===== config.mk =====
export PLATFORM = sky130hd
export DESIGN_NAME = seg_addr_unit
export DESIGN_NICKNAME = d
export VERILOG_FILES = /design/src/rtl/seg_addr_unit.sv
export SDC_FILE = /design/constraint.sdc
export NUM_CORES = 1
export LEC_CHECK = 0
export BUFFER_PORTS_ARGS = -buffer_cell sky130_fd_sc_hd__buf_2
export CORE_MARGIN = 2
export CORE_UTILIZATION = 50
export CTS_CLUSTER_SIZE = 20
export DETAILED_ROUTE_END_ITERATION = 8
export PLACE_DENSITY = 0.87
export SETUP_SLACK_MARGIN = 0.2
export SLEW_MARGIN = 10
export SYNTH_ARGS = -nofsm -noshare
export SYNTH_HDL_FRONTEND = slang
export SYNTH_SLANG_ARGS = --single-unit
export TNS_END_PERCENT = 20

===== constraint.sdc =====
create_clock -name clk -period 3.3 [get_ports clk]
set_input_delay 0.165 -clock clk [delete_from_list [all_inputs] [get_ports clk]]
set_output_delay 0.165 -clock clk [all_outputs]
set_load 0.02 [all_outputs]

===== src/rtl/seg_addr_unit.sv =====
module seg_addr_unit #(
  parameter int SEG_W  = 16,
  parameter int SHIFT  = 4,
  parameter int PORT_W = 8,
  localparam int PA_W  = SEG_W + SHIFT
) (
  input  logic              clk,
  input  logic              rst_n,
  input  logic              seg_we,
  input  logic [1:0]        seg_sel,
  input  logic [SEG_W-1:0]  seg_wdata,
  input  logic              req,
  input  logic [2:0]        ref_kind,
  input  logic              ovr_valid,
  input  logic [1:0]        ovr_sel,
  input  logic [SEG_W-1:0]  offset,
  input  logic [SEG_W-1:0]  dx,
  input  logic [PORT_W-1:0] port_imm,
  output logic [PA_W-1:0]   addr_out,
  output logic              addr_valid,
  output logic              addr_io
);
  localparam logic [2:0] K_FETCH = 3'd0, K_STACK = 3'd1, K_BP = 3'd2,
                         K_IO_IMM = 3'd4, K_IO_DX = 3'd5;
  localparam logic [1:0] S_CS = 2'd1, S_SS = 2'd2, S_DS = 2'd3;

  logic [SEG_W-1:0] seg_q [4];
  logic [1:0] dflt_sel, eff_sel;

  wire is_io   = (ref_kind == K_IO_IMM) || (ref_kind == K_IO_DX);
  wire can_ovr = !is_io && (ref_kind != K_FETCH) && (ref_kind != K_STACK);

  always_comb begin
    case (ref_kind)
      K_FETCH:      dflt_sel = S_CS;
      K_STACK, K_BP: dflt_sel = S_SS;
      default:      dflt_sel = S_DS;
    endcase
  end

  assign eff_sel = (ovr_valid && can_ovr) ? ovr_sel : dflt_sel;

  wire [PA_W-1:0]  mem_pa = {seg_q[eff_sel], {SHIFT{1'b0}}} + PA_W'(offset);
  wire [SEG_W-1:0] port_a = (ref_kind == K_IO_DX) ? dx : SEG_W'(port_imm);
  wire [PA_W-1:0]  next_a = is_io ? PA_W'(port_a) : mem_pa;

  always_ff @(posedge clk) begin
    if (!rst_n) begin
      addr_out   <= '0;
      addr_valid <= 1'b0;
      addr_io    <= 1'b0;
      for (int i = 0; i < 4; i++)
        seg_q[i] <= (i == int'(S_CS)) ? '1 : '0;
    end else begin
      addr_valid <= req;
      if (req) begin
        addr_out <= next_a;
        addr_io  <= is_io;
      end
      if (seg_we) seg_q[seg_sel] <= seg_wdata;
    end
  end
endmodule



==> qor.csv <==
stage,metric,value,unit
clocking,CTS tree,done,
global_route,first-pass GRT wire length,17900,microns
critical_path,CP max FO,6,
placement,Placer Congestion,0.872,
hold_path,Hold WC Path Type,primary input to flip-flop,
outcome,status,"finished, final reports clean",
clocking,CTS-repair resized insts,0,
global_route,largest net degree at the start of global routing,29,
global_route,initial antenna violation count,0,
logic_synthesis,number of synthesized register bits,86,
critical_path,Critical Path RT,3590,ps
critical_path,CP Capture Type,flip-flop,
routing,drt drc,0,
power,Pwr Density,494,nW/um^2
finish,Final Cell Area,5400,sq um
floorplan,Rows,35,
timing,Final Cycle Share,88.0,%
placement,"worst slack, placed",43.0,ps
timing,Max Slew Vio Count,0,
routing,Initial DRC Count,204,
floorplan,core area,9110,sq um
floorplan,die area,10000,sq um
logic_synthesis,Mapped Nets,520,
finish,Nets,609,
logic_synthesis,synth top area cells,"edfxtp_1 42%, dfxtp_1 9.6%, and2_1 4.6%",
power,Overall Power,2.67,mW
power,Lkg Pwr,2.32,nW
placement,DP Area,5200,sq um
floorplan,initial cell density of the core,50.6,%
logic_synthesis,Synth Area per Inst,10.5,sq um
routing,WL/cell,17.8,microns
placement,half-perimeter wire length after placement,8100,microns
clocking,post-CTS setup buffers,0,
clocking,htree depth,3,
timing,Final setup viols,0,
timing,Worst slew margin,42.3,%
power,"IR drop worst, VDD",0.000247,V
routing,ANT nets after route,0,
clocking,clock-pin slew on the worst setup and hold paths,80,ps
logic_synthesis,Ys Warns,0,
logic_synthesis,Mapped Area,4610,sq um
clocking,clock latency on the worst-skew pair,360,ps
timing,Tightest Pin Transition,866,ps
clocking,Max Buffers Root-to-Sink,2,
clocking,Num CTS Buffers,9,
finish,# diodes,0,
logic_synthesis,"Seq/Total Area, Yosys",51.3,%
floorplan,num ports,90,
timing,Final Hold Fails,0,
timing,minimum clock period,2910,ps
finish,"commonest non-fill, non-tap cells in the layout","89 x buf_2, 64 x edfxtp_1, 51 x nand2_1, 34 x and2_1, 33 x and3_1",
logic_synthesis,Mapped Cells,437,
finish,"commonest non-fill, non-tap cell in the layout",buf_2,
critical_path,worst setup path class,primary input to flip-flop,
logic_synthesis,post-synth top area share,41.7,%
floorplan,Die Ht,100,microns
logic_synthesis,number of synthesized flops with an enable pin,64,
timing,setup TNS,0,ps
clocking,"Hold-fix buffers, CTS",0,
clocking,# clock sinks,86,
critical_path,startpoint types,primary input,
timing,RSZ-0062 raised after global routing,false,
routing,Vias/cell,5.78,
flow_run,max_cap viols,0,
global_route,All-Layer GR Usage,23.2,%
timing,Max Fclk,344,MHz
logic_synthesis,Synth cell types,51,
logic_synthesis,post-synth top area cell,edfxtp_1,
routing,via count,3711,
clocking,Root Driver,clkbuf_8,
placement,Port Buffers,89,
critical_path,CP Data Arrival Time,3200,ps
finish,Layout area overhead,17.2,%
logic_synthesis,Post-synth ARST share,0,%
routing,1st-pass router iterations,4,
finish,layout cell share with drive strength beyond 1,27.9,%
global_route,vias in the first global route,3786,
logic_synthesis,top_reg_cell synth,edfxtp_1,
finish,post-layout util,59.3,%
timing,final setup margin,394,ps
timing,Worst Skew,12.6,ps
routing,total routed wirelength,11400,microns
global_route,gr ovfl total,0,
floorplan,Chip Width,100,microns
state kept, by name (all words and copies together) (netlist names):
signal / flops
seg_q: 64
addr_out: 20
addr_io: 1
addr_valid: 1
report_power, final:
group	internal, mW	switching, mW	total, mW
Sequential	1.25	0.0334	1.29
Combinational	0.258	0.376	0.634
Clock	0.368	0.378	0.746
Total	1.88	0.787	2.67
worst max-delay path: stages:
cell	delay [ps]
buf_2	130
or3_1	530
and3_1	250
a211oi_1	170
a31oi_1	70
ha_1	220
fa_1	390
a211oi_1	260
o21ai_1	160
o2111ai_1	280
a31oi_1	190
a211o_1	300
o211ai_2	70
layer usage:
| metal | track usage [%] | vias up | wire (microns) |
|---|---|---|---|
| li1 | - | 1786 | - |
| met1 | 28.5 | 1735 | 4910 |
| met2 | 39.4 | 164 | 5530 |
| met3 | 5.01 | 26 | 708 |
| met4 | 10.4 | 0 | 280 |
| met5 | 0 | - | 0 |
layout make-up:
class	count	area (sq um)
tap	111	139
sequential	86	2360
fill	746	3710
clock buffer	10	138
inverter	2	7.51
timing repair buffer	102	543
clock inverter	6	61.3
multi-input combinational	325	2150
stage by stage:
stage                     instances  hold WS [ps]
final                           642          99.6
after global routing            642          96.8
after CTS                       642          85.6
after detailed placement        626           452
after floorplan                 437           337
after global placement          626           447
worst paths after layout:
path	start	slack, ps	end	cells past startpoint
max reg2reg	seg_q[2][0]	610	addr_out[18]	11
min	seg_wdata[9]	100	seg_q[1][9]	2
min reg2reg	addr_out[16]	470	addr_out[16]	2
max	ref_kind[2]	390	addr_out[18]	13
synth_stat cells, types with 9 or more instances:
master and n:
edfxtp_1 64, nand2_1 51, and2_1 34, and3_1 33, o21ai_0 23, dfxtp_1 22
nor2_1 20, clkbuf_1 19, mux2i_1 19, a21oi_1 17, a211oi_1 16, a31oi_1 16
or2_2 16, ha_1 14, nand3_1 9
cell families (layout without fill, tap and decap cells):
kind of cell             Yosys count  count (layout)  synth area share (%)
AND/OR/NAND/NOR                  185             185                  21.9
adder cells (fa/ha/maj)           15              15                  4.24
AO/OA/AOI/OAI                     95              95                  13.8
multiplexers                      20              20                  4.37
buffers and inverters             26             120                  2.55
flip-flops                        86              86                  51.3
XOR/XNOR                          10              10                  1.90
No activity file was read; power rests on OpenSTA's default activity.
